[config.mk]
export PLATFORM = sky130hd
export DESIGN_NAME = tmr16_capreload
export DESIGN_NICKNAME = d
export VERILOG_FILES = /design/src/rtl/tmr16_pkg.sv /design/src/rtl/tmr16_mcyc.sv /design/src/rtl/tmr16_fall.sv /design/src/rtl/tmr16_capreload.sv
export SDC_FILE = /design/constraint.sdc
export NUM_CORES = 1
export LEC_CHECK = 0
export BUFFER_PORTS_ARGS = -buffer_cell sky130_fd_sc_hd__clkbuf_2
export CAP_MARGIN = 20
export CELL_PAD_IN_SITES_DETAIL_PLACEMENT = 1
export CELL_PAD_IN_SITES_GLOBAL_PLACEMENT = 1
export CORE_MARGIN = 2
export CORE_UTILIZATION = 40
export DETAILED_ROUTE_END_ITERATION = 8
export GPL_TIMING_DRIVEN = 0
export PLACE_DENSITY_LB_ADDON = 0.1
export SLEW_MARGIN = 20
export SYNTH_ARGS = -nofsm -noshare
export SYNTH_HDL_FRONTEND = slang
export SYNTH_HIERARCHICAL = 1
export SYNTH_SLANG_ARGS = --single-unit
[constraint.sdc]
create_clock -name clk -period 3.1 [get_ports clk]
set_clock_uncertainty 0.15 [all_clocks]
set_input_delay 0.155 -clock clk [delete_from_list [all_inputs] [get_ports clk]]
set_output_delay 0.155 -clock clk [all_outputs]
set_load 0.01 [all_outputs]
[src/rtl/tmr16_pkg.sv]
package tmr16_pkg;

    localparam int CNT_W = 16;

    typedef enum logic [1:0] {
        MODE_OFF     = 2'd0,
        MODE_RELOAD  = 2'd1,
        MODE_CAPTURE = 2'd2,
        MODE_BAUD    = 2'd3
    } tmr_mode_e;

    typedef enum logic [2:0] {
        SEL_CNT_LO = 3'd0,
        SEL_CNT_HI = 3'd1,
        SEL_RLD_LO = 3'd2,
        SEL_RLD_HI = 3'd3,
        SEL_FLAGS  = 3'd4
    } wr_sel_e;

    typedef struct packed {
        logic [CNT_W-1:0] count;
        logic [CNT_W-1:0] reload;
        logic             ovf;
        logic             ext;
        logic             baud;
    } core_state_t;

    function automatic tmr_mode_e decode_mode(
        input logic run, input logic rx_b, input logic tx_b, input logic cap);
        if (!run)              return MODE_OFF;
        else if (rx_b || tx_b) return MODE_BAUD;
        else if (cap)          return MODE_CAPTURE;
        else                   return MODE_RELOAD;
    endfunction

endpackage

[src/rtl/tmr16_mcyc.sv]
module tmr16_mcyc #(
    parameter int DIV = 12
) (
    input  logic clk,
    input  logic rst_n,
    output logic tick
);
    localparam int DW = (DIV > 1) ? $clog2(DIV) : 1;
    localparam logic [DW-1:0] LAST = DW'(DIV - 1);

    logic [DW-1:0] div_d, div_q;

    always_comb begin
        div_d = (div_q == LAST) ? '0 : div_q + 1'b1;
    end

    always_ff @(posedge clk or negedge rst_n) begin
        if (!rst_n) div_q <= '0;
        else        div_q <= div_d;
    end

    assign tick = (div_q == LAST);
endmodule

[src/rtl/tmr16_fall.sv]
module tmr16_fall (
    input  logic clk,
    input  logic rst_n,
    input  logic tick,
    input  logic pin,
    output logic fall
);
    logic samp_d, samp_q;

    always_comb begin
        samp_d = tick ? pin : samp_q;
    end

    always_ff @(posedge clk or negedge rst_n) begin
        if (!rst_n) samp_q <= 1'b0;
        else        samp_q <= samp_d;
    end

    // previous sample high, current sample low
    assign fall = tick & samp_q & ~pin;
endmodule

[src/rtl/tmr16_capreload.sv]
module tmr16_capreload
    import tmr16_pkg::*;
#(
    parameter int DIV = 12
) (
    input  logic             clk,
    input  logic             rst_n,
    input  logic             cnt_pin,
    input  logic             trig_pin,
    input  logic             ctl_run,
    input  logic             ctl_ext_cnt,
    input  logic             ctl_capture,
    input  logic             ctl_ext_en,
    input  logic             ctl_down_en,
    input  logic             ctl_rx_baud,
    input  logic             ctl_tx_baud,
    input  logic             wr_en,
    input  logic [2:0]       wr_sel,
    input  logic [7:0]       wr_data,
    output logic             ovf_flag,
    output logic             ext_flag,
    output logic             baud_pulse,
    output logic             irq,
    output logic [CNT_W-1:0] count_q,
    output logic [CNT_W-1:0] reload_q
);
    localparam int NPIN = 2;
    localparam int HI_W = CNT_W - 8;

    logic            tick;
    logic [NPIN-1:0] pins, falls;
    core_state_t     st_d, st_q;
    tmr_mode_e       mode;
    logic            step, dir_up, trig_act, updown;

    tmr16_mcyc #(.DIV(DIV)) u_mcyc (.clk(clk), .rst_n(rst_n), .tick(tick));

    assign pins = {trig_pin, cnt_pin};

    for (genvar g = 0; g < NPIN; g++) begin : g_fall
        tmr16_fall u_fall (
            .clk(clk), .rst_n(rst_n), .tick(tick), .pin(pins[g]), .fall(falls[g])
        );
    end

    always_comb begin
        mode     = decode_mode(ctl_run, ctl_rx_baud, ctl_tx_baud, ctl_capture);
        updown   = (mode == MODE_RELOAD) && ctl_down_en;
        step     = (mode != MODE_OFF) && (ctl_ext_cnt ? falls[0] : tick);
        dir_up   = !updown || trig_pin;
        trig_act = falls[1] && ctl_ext_en &&
                   ((mode == MODE_CAPTURE) || ((mode == MODE_RELOAD) && !ctl_down_en));

        st_d      = st_q;
        st_d.baud = 1'b0;

        // software clears first so that hardware sets win
        if (wr_en && wr_sel == SEL_FLAGS) begin
            st_d.ovf = st_q.ovf & ~wr_data[0];
            st_d.ext = st_q.ext & ~wr_data[1];
        end

        if (step) begin
            if (dir_up) begin
                if (st_q.count == '1) begin
                    st_d.count = (mode == MODE_CAPTURE) ? '0 : st_q.reload;
                    if (mode == MODE_BAUD) st_d.baud = 1'b1;
                    else                   st_d.ovf  = 1'b1;
                    if (updown)            st_d.ext  = ~st_q.ext;
                end else begin
                    st_d.count = st_q.count + 1'b1;
                end
            end else begin
                if (st_q.count == st_q.reload) begin
                    st_d.count = '1;
                    st_d.ovf   = 1'b1;
                    st_d.ext   = ~st_q.ext;
                end else begin
                    st_d.count = st_q.count - 1'b1;
                end
            end
        end

        if (trig_act) begin
            st_d.ext = 1'b1;
            if (mode == MODE_CAPTURE) st_d.reload = st_q.count;
            else                      st_d.count  = st_q.reload;
        end

        if (wr_en) begin
            case (wr_sel)
                SEL_CNT_LO: st_d.count[7:0]        = wr_data;
                SEL_CNT_HI: st_d.count[CNT_W-1:8]  = wr_data[HI_W-1:0];
                SEL_RLD_LO: st_d.reload[7:0]       = wr_data;
                SEL_RLD_HI: st_d.reload[CNT_W-1:8] = wr_data[HI_W-1:0];
                default: ;
            endcase
        end
    end

    always_ff @(posedge clk or negedge rst_n) begin
        if (!rst_n) st_q <= '0;
        else        st_q <= st_d;
    end

    assign count_q    = st_q.count;
    assign reload_q   = st_q.reload;
    assign ovf_flag   = st_q.ovf;
    assign ext_flag   = st_q.ext;
    assign baud_pulse = st_q.baud;
    assign irq        = st_q.ovf | (st_q.ext & ~ctl_down_en);
endmodule

==> reports/results.md <==
| Result | This run |
| --- | --- |
| Number of max-slew violations in the final report | 0 |
| Post-Syn Instances | 401 |
| Die height | 94.2 µm |
| Vias in the first global route | 3613 |
| Mapped Avg Cell Area | 8.12 µm² |
| Rows | 32 |
| Count of flip-flops with a built-in enable after synthesis | 0 |
| Proportion of netlist area held by the largest area contributor | 31.5% |
| Sequential cell area fraction in the yosys report | 31.5% |
| Floorplan Core Area | 7810 µm² |
| Residual overflow from global routing | 0 |
| Worst slew margin relative to its limit | 49.7% |
| Cell types with the largest area share after synthesis | dfrtp_1, xor2_1, nor2_1 |
| I/O pins | 59 |
| Final Setup Violations | 0 |
| Via-to-Cell Ratio | 6.18 |
| Seq cells post-synth | 41 |
| Clk pin slew, worst setup/hold paths | 0.09 ns |
| Number of iterations in the first detailed-routing pass | 5 |
| Post-Route Hold Slack | 0.0202 ns |
| Most instantiated flip-flop cell in the synthesis netlist | dfrtp_1 |
| Worst Setup Slack post-DPL | -0.0838 ns |
| Inserted Diodes | 0 |
| Clock latency of the later-clocked register in the worst-skew pair | 0.30 ns |
| Largest net degree at the start of global routing | 42 |
| CP Class | reg2reg |
| RSZ-0062 raised after global routing | no |
| Count of buffers from port buffering | 58 |
| Number of levels in the clock H-tree | 2 |
| Fraction of final layout cells sized beyond drive strength 1 | 20.9% |
| Total power density per cell area | 544 nW/µm² |
| Number of buffers created by CTS | 5 |
| Final Hold Viols | 0 |
| First-pass GRT wire length | 20.1 mm |
| Worst vdd ir | 0.000222 V |
| Total of max-cap violations | 0 |
| Routed length per placed instance | 21.9 µm |
| Final period utilization | 95.9% |
| Starting utilization of the core area | 41.7% |
| Sum of net half-perimeters after detailed placement | 9.29 mm |
| Path type of the worst min-delay path | in2reg |
| Synth cell types | 59 |
| Number of clock sinks seen by CTS | 41 |
| DIE WIDTH | 94.2 µm |
| Worst-path fanout max | 8 |
| Number of DRC markers in iteration 0 | 227 |
| Overall via count from detail_route | 3528 |
| Transition time at the pin with the least slew margin | 0.755 ns |
| Run status | finished, final reports clean |
| Endpoint class of the critical path | register |
| Final weighted congestion in routability-driven placement | 0.951 |
| Total number of nets in the final design | 494 |
| Final setup slack of the worst path | 0.127 ns |
| Final wirelength | 12.5 mm |
| Initial antenna violation count | 0 |
| Post-DRT Antenna Nets | 0 |
| Type of origin of the critical path | register |
| Synth-to-layout area growth | 18.0% |
| Die area | 8880 µm² |
| Overall track demand over capacity in global routing | 30.0% |
| Fmax | 0.336 GHz |
| Worst Path Arrival | 2.97 ns |
| Static Leakage | 0.00166 µW |
| Master cell of the clock root buffer | clkbuf_8 |
| Final critical-path required period | 2.97 ns |
| Buffer depth of the longest clock path | 2 |
| Synthesized net count | 427 |
| Share of synthesized flip-flops with an asynchronous set or reset | 100% |
| Yosys warning total | 6 |
| Mapped Area | 3260 µm² |
| Critical Path RT | 3.10 ns |
| Number of remaining DRC errors | 0 |
| Reg-to-reg slack, setup | 0.13 ns |
| Cell taking the most area after synthesis | dfrtp_1 |
| CTS tree | done |
==> per-layer routing <==
metal	wire, µm	GRT usage [%]	share of wire (%)	up-vias
met5	0	0	0	-
met4	286	8.09	2.3	0
met3	846	3.69	6.8	22
met2	5980	50.3	48	146
met1	5420	40.6	43	1752
li1	-	-	-	1608
==> timing repair <==
item | 4_1_cts | 5_1_grt
gates resized for setup | 1 | 5
hold buffers | 3 | 0
setup endpoints to repair | 4 | 7
buffers inserted | 0 | 0
endpoints found under the hold margin | 43 | 0
==> registers in the layout (all words and copies together) (netlist names) <==
register / cells
ovf_flag: 1
u_mcyc/div_q: 4
g_fall.u_fall/samp_q: 2
ext_flag: 1
baud_pulse: 1
count_q: 16
reload_q: 16
==> cell usage in the layout (no fill, tap or decap), drive strengths merged, types with 9 or more instances in the layout <==
master | netlist | layout
a21oi | 30 | 30
buf | 15 | 16
clkbuf | 16 | 79
dfrtp | 41 | 41
mux2i | 11 | 11
nand2 | 40 | 40
nand3 | 16 | 16
nand4 | 10 | 10
nor2 | 43 | 43
nor3 | 9 | 9
nor4 | 13 | 13
o21ai | 23 | 23
o22ai | 9 | 9
xnor2 | 15 | 15
xor2 | 19 | 19
==> cells in the mapped netlist, types with 3 or more instances <==
library cell / count
mux2i_1: 11
nand2_1: 40
mux2_4: 3
o22ai_1: 9
a31oi_1: 5
a221oi_1: 8
and2_1: 7
nand3_1: 16
a21oi_1: 30
o21a_1: 3
nor2_1: 42
xor2_1: 19
ha_1: 3
xnor2_1: 15
nor3_1: 8
o21ai_0: 22
a211oi_1: 4
nand4_1: 10
clkbuf_1: 16
o221ai_1: 6
buf_2: 10
nor4_1: 10
inv_1: 8
and3_1: 8
dfrtp_1: 41
==> power breakdown <==
part           switching [µW]  leakage (µW)  internal (µW)
Clock                     209     0.0000585            263
Combinational             529       0.00110            338
Sequential                123      0.000496            628
==> metrics by stage <==
step	cells	util, %	area (µm²)	power [µW]	setup TNS [ns]
2_1_floorplan	401	-	3260	1290	0
3_3_place_gp	561	47.1	3670	1590	-0.0820
3_5_place_dp	561	47.1	3670	1610	-0.284
4_1_cts	572	49.0	3820	2090	0
5_1_grt	571	49.2	3840	2220	0
6_report	571	49.2	3840	2090	0
==> path summary, 6_finish.rpt <==
kind | from | end | depth (start not counted)
setup / recovery | u_mcyc/div_q[0] | count_q[7] | 8
hold / removal | wr_data[3] | reload_q[3] | 3
setup reg to reg | u_mcyc/div_q[0] | count_q[7] | 8
hold reg to reg | u_mcyc/div_q[0] | u_mcyc/div_q[0] | 1
max in group asynchronous | rst_n | count_q[7] | 2
min in group asynchronous | rst_n | u_mcyc/div_q[0] | 2
==> worst max-delay path, stage by stage (launching register included) <==
cell      delay (ns)
dfrtp_1         0.40
ha_1            0.23
and3b_1         0.34
and3b_2         0.22
mux2_2          0.18
and2_1          0.44
nand2_1         0.29
a311oi_1        0.35
o21ai_0         0.21
==> kinds of logic after synthesis <==
logic type | count (synthesis) | share of synthesized area, %
and+or+nand+nor | 165 | 27.1
adders and majority gates | 3 | 1.15
buffers and inverters | 39 | 5.34
AOI/OAI and AO/OA | 103 | 20.3
xor gates and xnor gates | 34 | 9.14
DFF | 41 | 31.5
muxes | 16 | 5.46
==> final cells by class <==
| type | count | area [µm²] |
|---|---|---|
| Buffer | 30 | 143 |
| Timing Repair Buffer | 61 | 323 |
| Fill cell | 1021 | 3970 |
| Clock inverter | 1 | 30.0 |
| Multi-Input combinational cell | 321 | 2080 |
| Tap cell | 102 | 128 |
| Clock buffer | 7 | 86.3 |
| Inverter | 8 | 30.0 |
| Sequential cell | 41 | 1030 |
(Power assumes the default switching activity.)
